[config.mk]
export PLATFORM = sky130hd
export DESIGN_NAME = sclk_gen
export DESIGN_NICKNAME = d
export VERILOG_FILES = /design/src/rtl/sclk_gen.sv
export SDC_FILE = /design/constraint.sdc
export NUM_CORES = 1
export LEC_CHECK = 0
export ABC_AREA = 1
export BUFFER_PORTS_ARGS = -buffer_cell sky130_fd_sc_hd__buf_2
export CAP_MARGIN = 20
export CORE_MARGIN = 2
export CORE_UTILIZATION = 40
export DETAILED_ROUTE_END_ITERATION = 12
export GPL_TIMING_DRIVEN = 1
export PLACE_DENSITY_LB_ADDON = 0.25
export RECOVER_POWER = 25
export SLEW_MARGIN = 10
export SYNTH_ARGS = -nofsm -noshare
export SYNTH_HDL_FRONTEND = slang
export SYNTH_SLANG_ARGS = --single-unit
[constraint.sdc]
create_clock -name clk -period 2.8 [get_ports clk]
set_clock_uncertainty 0.15 [all_clocks]
set_input_delay 0.56 -clock clk [delete_from_list [all_inputs] [get_ports clk]]
set_output_delay 0.56 -clock clk [all_outputs]
set_load 0.02 [all_outputs]
[src/rtl/sclk_gen.sv]
module sclk_gen #(
  parameter int DIV_W = 8
) (
  input  logic             clk,
  input  logic             rst_n,
  input  logic             pin_rx_clk_i,
  input  logic             pin_tx_clk_i,
  input  logic             src_pin_i,
  input  logic             src_int_i,
  input  logic             pin_inv_i,
  input  logic [DIV_W-1:0] div_i,
  input  logic             gen_en_i,
  input  logic             rx_mode_i,
  input  logic             tx_mode_i,
  input  logic             loop_i,
  input  logic [1:0]       stop_i,
  output logic             gclk_o,
  output logic             fs_o,
  output logic             src_bad_o,
  output logic             rx_clk_o,
  output logic             rx_clk_oe_o,
  output logic             rx_clk_int_o,
  output logic             tx_clk_o,
  output logic             tx_clk_oe_o,
  output logic             tx_clk_int_o
);

  localparam int CW = DIV_W + 2;

  logic [1:0]    rx_s, tx_s;
  logic          lvl_q, gclk_q, first_q, fs_q;
  logic [CW-1:0] ph_q;

  // source selection and tick extraction
  logic use_int, run, pin_lvl, tick;
  assign src_bad_o = !src_pin_i && !src_int_i;
  assign use_int   = !src_pin_i && src_int_i;
  assign run       = gen_en_i && !src_bad_o;
  assign pin_lvl   = (src_int_i ? tx_s[1] : rx_s[1]) ^ pin_inv_i;
  assign tick      = run && (use_int || (pin_lvl && !lvl_q));

  always_ff @(posedge clk or negedge rst_n) begin
    if (!rst_n) begin
      rx_s  <= '0;
      tx_s  <= '0;
      lvl_q <= 1'b0;
    end else begin
      rx_s  <= {rx_s[0], pin_rx_clk_i};
      tx_s  <= {tx_s[0], pin_tx_clk_i};
      lvl_q <= pin_lvl;
    end
  end

  // phase lengths
  logic [CW-1:0] d_eff, hi_len, lo_len, target;
  logic          flip;
  assign d_eff  = (div_i == '0) ? CW'(1) : CW'(div_i);
  assign hi_len = (d_eff + CW'(2)) >> 1;
  assign lo_len = d_eff + CW'(1) - hi_len;
  assign target = (gclk_q || first_q) ? hi_len : lo_len;
  assign flip   = tick && (ph_q + CW'(1) >= target);

  always_ff @(posedge clk or negedge rst_n) begin
    if (!rst_n) begin
      ph_q    <= '0;
      gclk_q  <= 1'b0;
      first_q <= 1'b1;
      fs_q    <= 1'b0;
    end else if (!run) begin
      ph_q    <= '0;
      gclk_q  <= 1'b0;
      first_q <= 1'b1;
      fs_q    <= 1'b0;
    end else begin
      fs_q <= flip && !gclk_q;
      if (flip) begin
        ph_q    <= '0;
        gclk_q  <= !gclk_q;
        first_q <= 1'b0;
      end else if (tick) begin
        ph_q <= ph_q + CW'(1);
      end
    end
  end

  assign gclk_o = gclk_q;
  assign fs_o   = fs_q;

  // clock routing
  assign tx_clk_int_o = tx_mode_i ? gclk_q : pin_tx_clk_i;
  assign tx_clk_o     = gclk_q;
  assign tx_clk_oe_o  = tx_mode_i;
  assign rx_clk_o     = loop_i ? tx_clk_int_o : gclk_q;
  assign rx_clk_oe_o  = rx_mode_i;
  assign rx_clk_int_o = (tx_mode_i && stop_i[1]) ? tx_clk_int_o :
                        rx_mode_i ? rx_clk_o : pin_rx_clk_i;

  // assertions
  p_fs_at_rise_r5: assert property (@(posedge clk) disable iff (!rst_n)
    fs_q |-> (gclk_q && !$past(gclk_q)));

  p_idle_low_r6: assert property (@(posedge clk) disable iff (!rst_n)
    !$past(run) |-> (!gclk_o && !fs_o));

  p_reserved_low_r7: assert property (@(posedge clk) disable iff (!rst_n)
    (!src_pin_i && !src_int_i) |=> !gclk_o);

  p_tick_only_r3: assert property (@(posedge clk) disable iff (!rst_n)
    (run && !tick) |=> $stable(gclk_q));

  p_loop_rx_r9: assert property (@(posedge clk) disable iff (!rst_n)
    (rx_mode_i && loop_i && !tx_mode_i) |-> (rx_clk_o == pin_tx_clk_i));

  p_spi_rx_r11: assert property (@(posedge clk) disable iff (!rst_n)
    (tx_mode_i && stop_i[1]) |-> (rx_clk_int_o == gclk_o));

  p_norm_rx_r11: assert property (@(posedge clk) disable iff (!rst_n)
    (tx_mode_i && !rx_mode_i && stop_i == 2'b01) |-> (rx_clk_int_o == pin_rx_clk_i));

endmodule

==> results.yml <==
cts:
  worst_skew_pair.late_latency_ns: 0.26
  cts.path.max_buffers: 2
  worst_setup_hold_path_clk_slew_ns: 0.07
  clkSinkCount: 18
  cts_tree: "done"
  cts_root_buf: "clkbuf_8"
  cts-buffers-inserted: 3
  clock_tree.htree_level_count: 1
final_layout:
  diodes: 0
  final_net_count: 406
  finalCoreUtilization: 0.563
  area.growth.synth_to_final_pct: 37.0
  stdcell_count: 412
  fin_area_mm2: 0.00264
  final_layout_size_suffix_gt1_frac: 0.313
floorplanning:
  floorplan.die_area_mm2: 0.00539
  die-height_um: 73.5
  boundaryPins: 30
  design.core.area_mm2: 0.00469
  floorplan.initialDensity: 0.411
  die_width_um: 73.5
  rows: 25
routing:
  first_iter_violations: 126
  totalWireLength_um: 4520
  drtAntennaViolNets: 0
  drt_first_pass_iters: 4
  drt_drc_violations_left: 0
  post_drt_via_cell_ratio: 4.70
  post_drt_wl_per_cell_um: 11.0
  vias: 1935
sta:
  postLayoutSetupSlackWorst_ns: -0.675
  final-hold-violation-count: 0
  final_period_minus_worst_setup_slack_ns: 3.47
  final.period_utilization: 1.24
  top_achievable_clock_speed_mhz: 288
  tightest_slew_ns: 0.990
  max_slew_headroom: 0.340
  timing.setup.tns_ns: -8.41
  rsz0062_at_grt: "true"
  setup_violations: 13
  timing_max_transition_violations_final: 0
hold_path:
  timing.hold.worst.class: "flip-flop to flip-flop"
  holdCritStartpoint: "rx_s[0]"
  whs_path_depth: 0
placement:
  number_of_buffer_cells_added_on_primary_ports: 28
  placed_wire_length_estimate_um: 3450
  weighted_congestion_reported_at_the_end_of_routability_driven_placement: 0.805
  minimum_setup_slack_after_placement_ns: -1.02
  post_dp_cell_area_mm2: 0.00234
  placed_cells_incl_taps: 399
grt:
  gr-total-overflow: 0
  first_pass_grt_wire_length_um: 7760
  pin_count_of_the_biggest_net_entering_global_routing: 19
  first_global_vias: 1844
  grt_antenna_before_repair: 0
  grt_usage: 0.183
worst_setup_path:
  critical_path.startpoint: "div_i[2]"
  r2r.worst_path.cells: 13
  startpoint_type: "input port"
  critPathMaxFanout: 5
  timing.critical_path.to_type: "flip-flop"
  cp.arrival_ns: 3.53
  r2r_start: "gclk_o"
  worst-setup-path-type: "input port to flip-flop"
  worst_ep_required_time_ns: 2.85
run_status:
  run_status: "finished, violations left"
  violations: "setup timing"
synthesis:
  synth_largest_area_cell: "dfrtp_1"
  syn_avg_cell_area_um2: 6.45
  synthesis.nets: 346
  synth_edf_count: 0
  post_synth_instance_area_mm2: 0.00193
  synth.yosys.seq_area_share: 0.234
  synthCells: 299
  synth_top_cell_area_share: 0.220
  asyncSetResetFlopFracSynth: 1.00
  yosys_warnings: 0
  ys_seq_elements: 18
  yosys.cell_types.count: 31
  synth_area_leaders: "dfrtp_1 22%, nand2_1 17%, ha_1 16%"
  synth_ff_type: "dfrtp_1"
power_and_ir_drop:
  p_leak_nw: 1.51
  vdd_drop_max_mv: 0.173
  power_density_mw_per_mm2: 298
job:
  timing.max_cap.violations: 0
==> area by class of cell <==
type,instances,area (um^2)
Sequential cell,18,452
Fill cell,431,2050
Tap cell,54,67.6
Multi-Input combinational cell,219,1410
Clock buffer,4,55.1
Timing Repair Buffer,67,472
Inverter,50,188
==> cells by family (layout without fill, tap and decap cells) <==
logic type               Yosys count  after routing  synth area share
buffers and inverters             63            121             0.133
adder cells (fa/ha/maj)           26             26             0.173
AO/OA/AOI/OAI                     22             22            0.0636
XOR/XNOR                           6              6            0.0272
AND/OR/NAND/NOR                  164            165             0.370
flip-flops                        18             18             0.234
==> final timing paths <==
kind	to	slack [ns]
worst min-delay path	rx_s[1]	0.20
min in group asynchronous	ph_q[3]	0.28
worst min register to register	rx_s[1]	0.20
max in group asynchronous	rx_s[1]	1.62
worst max-delay path	ph_q[1]	-0.67
worst max register to register	ph_q[1]	0.05
==> worst max-delay path, stage by stage <==
cell	delay, ns
buf_8	0.09
nand2_8	0.05
nor2_4	0.11
inv_2	0.05
nor2_4	0.12
nand3_2	0.11
nand2_2	0.11
ha_4	0.14
inv_2	0.04
fa_1	0.53
buf_4	0.17
inv_1	0.07
nand4_1	0.11
nand3_1	0.12
o21ai_2	0.07
ha_1	0.32
a21oi_2	0.19
nor2_4	0.05
nor2_4	0.11
nand2_4	0.09
nor2_4	0.15
nand3_2	0.09
nand2_1	0.11
==> per-stage QoR <==
stage | hold slack, ns | total power [mW]
floorplan | 0.114 | 0.432
global placement | 0.184 | 0.530
detailed placement | 0.189 | 0.534
CTS | 0.0784 | 0.786
global route | 0.222 | 0.847
finish | 0.205 | 0.788
==> placed cells by master (no fill, tap or decap) <==
cell type,synthesis,final
nand2_1,88,80
inv_1,48,46
buf_4,3,38
nand3_1,35,31
buf_2,1,23
ha_1,25,22
nor2_1,24,18
dfrtp_1,17,17
o21ai_0,9,8
nor2_4,1,7
nand4_1,5,5
nand2_2,0,5
a21oi_1,8,5
xor2_1,4,4
inv_2,2,4
nor2_2,3,4
a21oi_2,1,4
clkbuf_8,0,4
nand3_2,1,3
ha_4,0,3
buf_8,0,3
nand2_4,0,2
nor3_2,1,2
nor3_1,3,2
xnor2_1,2,2
nand3_4,0,2
buf_6,1,2
nand2_8,0,1
or2_2,1,1
o21ai_2,0,1
a31o_2,1,1
a31oi_1,1,1
o22ai_1,1,1
and2_1,1,1
or2_4,1,1
a21o_1,1,1
fa_1,1,1
dfstp_2,1,1
clkbuf_1,8,1
==> Yosys cell counts, types with 2 or more instances <==
cell type and n:
nor2_1 24, nor3_1 3, xor2_1 4, clkbuf_1 8
dfrtp_1 17, inv_1 48, xnor2_1 2, nand2_1 88
nor2_2 3, o21ai_0 9, nand4_1 5, inv_2 2
ha_1 25, buf_4 3, a21oi_1 8, nand3_1 35
==> sequential cells by signal, indices dropped and copies added (netlist names) <==
signal   flops
gclk_o       1
fs_o         1
tx_s         2
first_q      1
lvl_q        1
ph_q        10
rx_s         2
==> report_power, final <==
group,switching (mW),internal [mW]
Clock,0.0964,0.125
Sequential,0.00434,0.267
Combinational,0.155,0.140
Total,0.256,0.532
==> per-layer routing <==
metal / wire, um / vias to the layer above / global-route usage
met1: 2090 / 847 / 0.228
met2: 2240 / 22 / 0.320
li1: - / 1059 / -
met4: 95 / 0 / 0.0768
met5: 0 / - / 0
met3: 83 / 7 / 0.0165
==> repair_timing <==
item                       in CTS  in global routing
cloned                          1                  0
pin swaps                      22                 23
buffers inserted                5                  3
setup endpoints to repair      13                 13
hold buffers                    0                  0
resized for setup              24                 18
(Power assumes the default switching activity.)
